## src/rtl/sbc_pkg.sv

```systemverilog
package sbc_pkg;

    // Width of the raw sample word
    parameter int SAMPLE_W = 16;
    // Width of the meaningful two's-complement field
    parameter int FIELD_W  = 10;
    // Left shift applied to the magnitude (x4)
    parameter int SCALE_SH = 2;
    // Number of BCD digits produced
    parameter int DIGITS   = 4;

    // Absolute value needs FIELD_W-1 bits once the minimum code is forced to zero
    localparam int ABS_W = FIELD_W - 1;
    // Scaled magnitude width
    localparam int MAG_W = ABS_W + SCALE_SH;
    // Total width of the shift-and-add-3 working register
    localparam int DD_W  = MAG_W + 4 * DIGITS;

    typedef logic [DIGITS-1:0][3:0] bcd_vec_t;

    typedef struct packed {
        logic [FIELD_W-1:0] field;
        logic               neg;
        bcd_vec_t           digits;
    } conv_result_t;

    // Correction step: a digit of five or more gets three added before the shift
    function automatic logic [3:0] add3_fix(input logic [3:0] nib);
        logic [3:0] r;
        if (nib >= 4'd5) r = nib + 4'd3;
        else             r = nib;
        return r;
    endfunction

    // Most negative field code: only the sign bit set
    function automatic logic is_min_code(input logic [FIELD_W-1:0] f);
        return f == {1'b1, {(FIELD_W-1){1'b0}}};
    endfunction

endpackage

```

## src/rtl/sbc_signmag.sv

```systemverilog
module sbc_signmag
    import sbc_pkg::*;
(
    input  logic [FIELD_W-1:0] field_i,
    output logic               neg_o,
    output logic [MAG_W-1:0]   mag_o
);

    logic               min_code;
    logic [FIELD_W-1:0] negated;
    logic [FIELD_W-1:0] abs_full;
    logic [ABS_W-1:0]   abs_trim;
    logic               unused_abs_msb;

    assign min_code = is_min_code(field_i);
    assign negated  = (~field_i) + {{(FIELD_W-1){1'b0}}, 1'b1};

    always_comb begin
        if (field_i[FIELD_W-1]) abs_full = negated;
        else                    abs_full = field_i;
    end

    // For the minimum code the top bit of abs_full is set; drop it to reach zero
    assign unused_abs_msb = abs_full[FIELD_W-1];

    always_comb begin
        if (min_code) abs_trim = '0;
        else          abs_trim = abs_full[ABS_W-1:0];
    end

    generate
        if (SCALE_SH > 0) begin : g_scale
            assign mag_o = {abs_trim, {SCALE_SH{1'b0}}};
        end else begin : g_noscale
            assign mag_o = abs_trim;
        end
    endgenerate

    assign neg_o = field_i[FIELD_W-1] & ~min_code;

endmodule

```

## src/rtl/sbc_dd_stage.sv

```systemverilog
module sbc_dd_stage
    import sbc_pkg::*;
(
    input  logic [DD_W-1:0] din,
    output logic [DD_W-1:0] dout
);

    logic [DD_W-1:0] adj;
    logic            unused_top;

    assign adj[MAG_W-1:0] = din[MAG_W-1:0];

    generate
        for (genvar k = 0; k < DIGITS; k++) begin : g_dig
            assign adj[MAG_W + 4*k +: 4] = add3_fix(din[MAG_W + 4*k +: 4]);
        end
    endgenerate

    // The top bit is always zero for magnitudes that fit the digit count
    assign unused_top = adj[DD_W-1];
    assign dout       = {adj[DD_W-2:0], 1'b0};

endmodule

```

## src/rtl/sbc_dabble.sv

```systemverilog
module sbc_dabble
    import sbc_pkg::*;
(
    input  logic [MAG_W-1:0] mag_i,
    output bcd_vec_t         bcd_o
);

    logic [DD_W-1:0] chain [0:MAG_W];
    logic [MAG_W-1:0] unused_tail;

    assign chain[0] = {{(4*DIGITS){1'b0}}, mag_i};

    generate
        for (genvar s = 0; s < MAG_W; s++) begin : g_stage
            sbc_dd_stage u_stage (
                .din  (chain[s]),
                .dout (chain[s+1])
            );
        end
    endgenerate

    assign unused_tail = chain[MAG_W][MAG_W-1:0];
    assign bcd_o       = chain[MAG_W][MAG_W +: 4*DIGITS];

endmodule

```

## src/rtl/sample_bcd_conv.sv

```systemverilog
module sample_bcd_conv
    import sbc_pkg::*;
(
    input  logic                clk,
    input  logic                rst,
    input  logic [SAMPLE_W-1:0] sample_in,
    output logic [FIELD_W-1:0]  field_out,
    output logic                neg_out,
    output logic [3:0]          dig_ones,
    output logic [3:0]          dig_tens,
    output logic [3:0]          dig_hund,
    output logic [3:0]          dig_thou
);

    logic [FIELD_W-1:0]          field_w;
    logic [SAMPLE_W-FIELD_W-1:0] unused_hi;
    logic                        neg_w;
    logic [MAG_W-1:0]            mag_w;
    bcd_vec_t                    bcd_w;
    conv_result_t                nxt;
    conv_result_t                res_q;

    assign field_w   = sample_in[FIELD_W-1:0];
    assign unused_hi = sample_in[SAMPLE_W-1:FIELD_W];

    sbc_signmag u_signmag (
        .field_i (field_w),
        .neg_o   (neg_w),
        .mag_o   (mag_w)
    );

    sbc_dabble u_dabble (
        .mag_i (mag_w),
        .bcd_o (bcd_w)
    );

    always_comb begin
        nxt.field  = field_w;
        nxt.neg    = neg_w;
        nxt.digits = bcd_w;
    end

    always_ff @(posedge clk) begin
        if (rst) res_q <= '0;
        else     res_q <= nxt;
    end

    assign field_out = res_q.field;
    assign neg_out   = res_q.neg;
    assign dig_ones  = res_q.digits[0];
    assign dig_tens  = res_q.digits[1];
    assign dig_hund  = res_q.digits[2];
    assign dig_thou  = res_q.digits[3];

endmodule

```

## config.mk

```make
export PLATFORM = sky130hd
export DESIGN_NAME = sample_bcd_conv
export DESIGN_NICKNAME = d
export VERILOG_FILES = /design/src/rtl/sbc_pkg.sv /design/src/rtl/sbc_signmag.sv /design/src/rtl/sbc_dd_stage.sv /design/src/rtl/sbc_dabble.sv /design/src/rtl/sample_bcd_conv.sv
export SDC_FILE = /design/constraint.sdc
export NUM_CORES = 1
export LEC_CHECK = 0
export BUFFER_PORTS_ARGS = -buffer_cell sky130_fd_sc_hd__buf_2
export CAP_MARGIN = 20
export CORE_MARGIN = 5
export CORE_UTILIZATION = 58
export CTS_BUF_LIST = sky130_fd_sc_hd__clkbuf_16
export CTS_CLUSTER_SIZE = 25
export DETAILED_ROUTE_END_ITERATION = 16
export HOLD_SLACK_MARGIN = 0.03
export PLACE_DENSITY_LB_ADDON = 0.25
export SETUP_SLACK_MARGIN = 0.4
export SLEW_MARGIN = 40
export SYNTH_ARGS = -nofsm -noshare
export SYNTH_HDL_FRONTEND = slang
export SYNTH_SLANG_ARGS = --single-unit
```

## constraint.sdc

```tcl
create_clock -name clk -period 10.7 [get_ports clk]
set_input_delay 2.14 -clock clk [delete_from_list [all_inputs] [get_ports clk]]
set_output_delay 2.14 -clock clk [all_outputs]
set_load 0.05 [all_outputs]
```

Word-level counts from Yosys, hierarchy flattened

Index checks and enable logic that the tools add are counted.

Bits in registers: 27
Output and inout bits: 27

Equality and inequality tests: 1
Reductions and logical operators: 1
$lt $le $gt $ge: 34
$add $sub $neg: 35
Mux-type cells: 36
Bitwise operators: 4

Operator list:

| kind                 | number |
|---|---|
| $ge 4x3->1 const B   | 30 |
| $add 4x2->4 const B  | 24 |
| $mux 4               | 24 |
| $mux 3               | 10 |
| $add 3x2->3 const B  | 6 |
| $mux 9               | 2 |
| $eq 10x10->1 const B | 1 |
| $add 1x2->3 const AB | 3 |
| $add 9x1->9 const B  | 1 |
| $ge 1x3->1 const AB  | 3 |
| $not 9->9            | 1 |
| $add 1x2->3 const B  | 1 |
| $ge 1x3->1 const B   | 1 |
| $not 1->1            | 2 |
| $reduce_or 2->1      | 1 |
| $and 1x1->1          | 1 |

Logic depth before layout (Yosys ltp)

Depth in word-level cells: 25
Mapped depth: 42
Gate-level depth less buffers: 40

By module

Synthesis repeated with hierarchy kept, for this count alone.

Cells, all modules: 897
Area total of the unflattened synthesis: 6297.3 um2

Modules (own cells, without submodules):

| module          | instances | area an instance (um2) | seq. area each (um2) | cells each |
|---|---|---|---|---|
| sbc_dd_stage    | 11        | 479.2                  | 0.0                  | 73 |
| sample_bcd_conv | 1         | 749.5                  | 540.5                | 56 |
| sbc_signmag     | 1         | 272.8                  | 0.0                  | 37 |
| sbc_dabble      | 1         | 3.8                    | 0.0                  | 1 |

Worst setup path after synthesis

No wires, ideal clock.

Path kind: input -> register
Start point: in sample_in[1]
End point: reg res_q (netlist bit dig_tens[0])
Arrival time: 9636 ps
Stages: 39
Library setup time: 71 ps
Path buffers: 2
Setup slack: 993 ps
Required time: 10629 ps
Cells stage by stage: inv_1 -> ha_1 -> or4b_4 -> o21ai_2 -> xor2_2 -> ha_1 -> inv_1 -> ha_1 -> a31oi_1 -> and3_1 -> buf_4 -> xnor2_2 -> inv_2 -> ha_1 -> nor2_1 -> a211oi_2 -> or2_2 -> inv_2 -> (+3 left out) -> o21ai_0 -> ha_1 -> and3_1 -> a221o_1 -> o32ai_1 -> o211a_1 -> buf_2 -> o211a_1 -> o211ai_1 -> nor2_1 -> a21oi_1 -> ha_1 -> maj3_1 -> mux2_2 -> a2bb2oi_1 -> ha_1 -> or2_2 -> a21oi_1

Longest elaborated chain between the ends: 24
Elaborated cells between the ends (all ways): 35

RTL lines:

| what                                             | line                  | source |
|---|---|---|
| from (decl)                                      | sample_bcd_conv.sv:6  | `input logic [SAMPLE_W-1:0] sample_in,` |
| $not 9->9                                        | sbc_signmag.sv:16     | `assign negated = (~field_i) + {{(FIELD_W-1){1'b0}}, 1'b1};` |
| $add 9x1->9                                      | sbc_signmag.sv:16     |  |
| $mux 9                                           | sbc_signmag.sv:19     | `if (field_i[FIELD_W-1]) abs_full = negated;` |
| $mux 9 (*)                                       | sbc_signmag.sv:27     | `if (min_code) abs_trim = '0;` |
| $ge 1x3->1 / $add 1x2->3 (equally long branches) | sbc_pkg.sv:30         | `if (nib >= 4'd5) r = nib + 4'd3;` |
| $mux 3                                           | sbc_pkg.sv:30         |  |
| $add 4x2->4 / $ge 4x3->1 (equally long branches) | sbc_pkg.sv:30         |  |
| $mux 4                                           | sbc_pkg.sv:30         |  |
| (+8 left out)                                    | --                    |  |
| $ge 4x3->1 / $add 4x2->4 (equally long branches) | sbc_pkg.sv:30         |  |
| $mux 4                                           | sbc_pkg.sv:30         |  |
| $add 4x2->4 / $ge 4x3->1 (equally long branches) | sbc_pkg.sv:30         |  |
| $mux 4                                           | sbc_pkg.sv:30         |  |
| $add 4x2->4 / $ge 4x3->1 (equally long branches) | sbc_pkg.sv:30         |  |
| $mux 4 (*)                                       | sbc_pkg.sv:30         |  |
| $add 4x2->4 / $ge 4x3->1 (equally long branches) | sbc_pkg.sv:30         |  |
| $mux 4 (*)                                       | sbc_pkg.sv:30         |  |
| to (signal assigned)                             | sample_bcd_conv.sv:45 | `else res_q <= nxt;` |
| to (decl)                                        | sample_bcd_conv.sv:21 | `conv_result_t res_q;` |

Every way passes the cells marked *; elsewhere a longest branch is shown, timed or not.
A chain may end at the register's enable or synchronous reset.

Worst setup path in the final report

Same ends and word-level chain as after synthesis.

==> results.sh <==
export IMPL_slowest_delay_ns=0.51
export IMPL_whs_ns=2.19
export IMPL_cts_sinks=24
export IMPL_fill_cells=424
export IMPL_synthCells=362
export IMPL_portBuffers=35
export IMPL_worstMarginPinSlew_ns=0.656
export IMPL_rows=25
export IMPL_grt_pass1_vias=2621
export IMPL_finalSetupViolations=0
export IMPL_ys_top_cells_by_area="dfxtp_1 (16%), ha_1 (7.3%), nor2_1 (4.2%)"
export IMPL_worst_setup_path_start_kind="primary input"
export IMPL_fin_crit_ns=9.84
export IMPL_via_per_inst=6.07
export IMPL_cpMostUsedCell="ha_1"
export IMPL_maxSlewViolCount=0
export IMPL_drt_pre_antenna_iters=4
export IMPL_hold_depth=2
export IMPL_status="completed"
export IMPL_drt_wirelength_per_cell_um=14.5
export IMPL_critPathKind="in -> reg"
export IMPL_drc=0
export IMPL_hp_class="in -> reg"
export IMPL_start_util_pct=60.9
export IMPL_synth_ff_type="dfxtp_1"
export IMPL_dieHeight_um=81.1
export IMPL_antenna_left=0
export IMPL_ys_async_sr_fraction_pct=0
export IMPL_synth_top_area_share_pct=16.4
export IMPL_slowest_stage="or4b_4"
export IMPL_fin_nets=443
export IMPL_cts_clk_slew_worst_paths_ns=0.05
export IMPL_grt_max_degree=23
export IMPL_vias=2873
export IMPL_relSlewSlack_pct=56.1
export IMPL_ys_ff_latch=24
export IMPL_dieArea_um2=6580
export IMPL_synth_top_cells_by_count="nor2_1 (33), dfxtp_1 (24), inv_1 (21), a21oi_1 (20), nand2_1 (19)"
export IMPL_areaGrowthSynthToFinish_pct=15.3
export IMPL_clock_root_buffer="clkbuf_16"
export IMPL_worstHoldEndpoint="field_out[6]$_SDFF_PP0_"
export IMPL_drtIter0Drc=162
export IMPL_netlist_area_um2=2930
export IMPL_syn_avg_cell_area_um2=8.10
export IMPL_worstPathArrival_ns=10.02
export IMPL_h_tree_depth=1
export IMPL_worstHoldStart="sample_in[6]"
export IMPL_period_share_pct=92.0
export IMPL_yosys_warnings=0
export IMPL_yosysSeqAreaShare_pct=16.4
export IMPL_synth_largest_area_cell="dfxtp_1"
export IMPL_io_pins=45
export IMPL_gp_congestion=0.926
export IMPL_cts_tree="yes"
export IMPL_wl_um=6870
export IMPL_synth_edf_count=0
export IMPL_track_usage_pct=21.2
export IMPL_synth_cell_types=90
export IMPL_crit_required_ns=10.88
export IMPL_hold_viol_final=0
export IMPL_ctsHoldBuffers=0
export IMPL_overflow=0
export IMPL_maxCapViolCount=0
export IMPL_fmax_mhz=102
export IMPL_synthMostInstantiatedCell="nor2_1"
export IMPL_grt_pass1_wl_um=11600
export IMPL_diodes=0
export IMPL_endpoint_kind="register"
export IMPL_die_x_um=81.1
export IMPL_drive_gt1_share_pct=28.1
export IMPL_coreArea_um2=4820
export IMPL_cts_made_buffers=3
export IMPL_antenna_found_initial=0
export IMPL_cts_max_path_buffers=2
export IMPL_finalSetupTns_ns=0
export IMPL_grt_setup_unrepaired="no"
export IMPL_dpl_hpwl_um=5380
export IMPL_crit_fanout=5
==> worst max-delay path, delay by kind of cell <==
family          cells  cell delay [ns]
mux                 1             0.27
simple gates        8             2.10
buf+inv             6             0.55
fa+ha+maj           9             2.13
compound gates     13             2.53
xor+xnor            2             0.30
==> sequential cells by signal, indices dropped and copies added, names as in the netlist <==
register   flops
neg_out        1
dig_thou       2
dig_tens       4
dig_ones       3
field_out     10
dig_hund       4
==> metrics by stage <==
stage                     utilization, %  instance area (um2)  worst slack (ns)  std cells
after floorplan                        -                 2940             0.993        364
after global placement              66.7                 3210             0.252        465
after detailed placement            66.7                 3210             0.164        465
after CTS                           68.2                 3290             0.401        468
after global routing                70.2                 3380             0.394        473
final                               70.2                 3380             0.861        473
==> kinds of logic after synthesis <==
logic type | share of synthesized area, %
flip-flops | 16.4
buffers and inverters | 5.55
other | 0.128
XOR/XNOR | 3.67
multiplexers | 5.72
AND/OR/NAND/NOR | 26.4
AO/OA/AOI/OAI | 34.6
adder cells (fa/ha/maj) | 7.60
==> placed cells by master (no fill, tap or decap), drive strengths merged, types with 8 or more instances in the layout <==
| master | synthesis | final |
|---|---|---|
| ha | 17 | 17 |
| a211oi | 10 | 10 |
| mux2i | 8 | 8 |
| or2 | 8 | 8 |
| a21oi | 21 | 21 |
| or3 | 8 | 8 |
| nand2 | 19 | 19 |
| buf | 10 | 51 |
| dfxtp | 24 | 24 |
| inv | 24 | 24 |
| nor2b | 9 | 9 |
| o211ai | 10 | 10 |
| o21ai | 22 | 22 |
| nor2 | 33 | 33 |
| nor3 | 17 | 17 |
| nand3 | 8 | 8 |
| a31oi | 8 | 8 |
| nand2b | 8 | 8 |
==> final cells by class <==
cell class / instances / area (um2) / area share (%)
multi-input cells: 303 / 2350 / 69.6
well taps: 67 / 83.8 / 2.48
inverters: 25 / 93.8 / 2.78
clock buffers: 3 / 75.1 / 2.22
flip-flops and latches: 24 / 480 / 14.2
repair buffers: 51 / 295 / 8.74
==> layer usage <==
| metal | track usage [%] | wire length, um | vias to the layer above |
|---|---|---|---|
| met3 | 1.55 | 321 | 9 |
| met5 | 0 | 0 | - |
| met2 | 37.6 | 3340 | 60 |
| met4 | 5.74 | 88 | 0 |
| li1 | - | - | 1459 |
| met1 | 27.7 | 3120 | 1345 |
==> what timing repair did <==
action,CTS,global route
resized for setup,1,13
setup buffers,0,5
cloned,0,0
pin swaps,0,4
endpoints found under the setup margin,3,12
==> worst max path at each step <==
stage | from | to | slack [ns]
3_5_place_dp | sample_in[1] | dig_tens[3]$_SDFF_PP0_ | 0.16
2_1_floorplan | sample_in[1] | dig_tens[0]$_SDFF_PP0_ | 0.99
6_report | sample_in[1] | dig_tens[0]$_SDFF_PP0_ | 0.86
4_1_cts | sample_in[1] | dig_tens[0]$_SDFF_PP0_ | 0.40
5_1_grt | sample_in[1] | dig_tens[0]$_SDFF_PP0_ | 0.39
3_3_place_gp | sample_in[1] | dig_tens[0]$_SDFF_PP0_ | 0.25
Power is left out: the tool's default activity adds up to more than one toggle a clock period on the data nets, which glitch-free logic cannot reach.
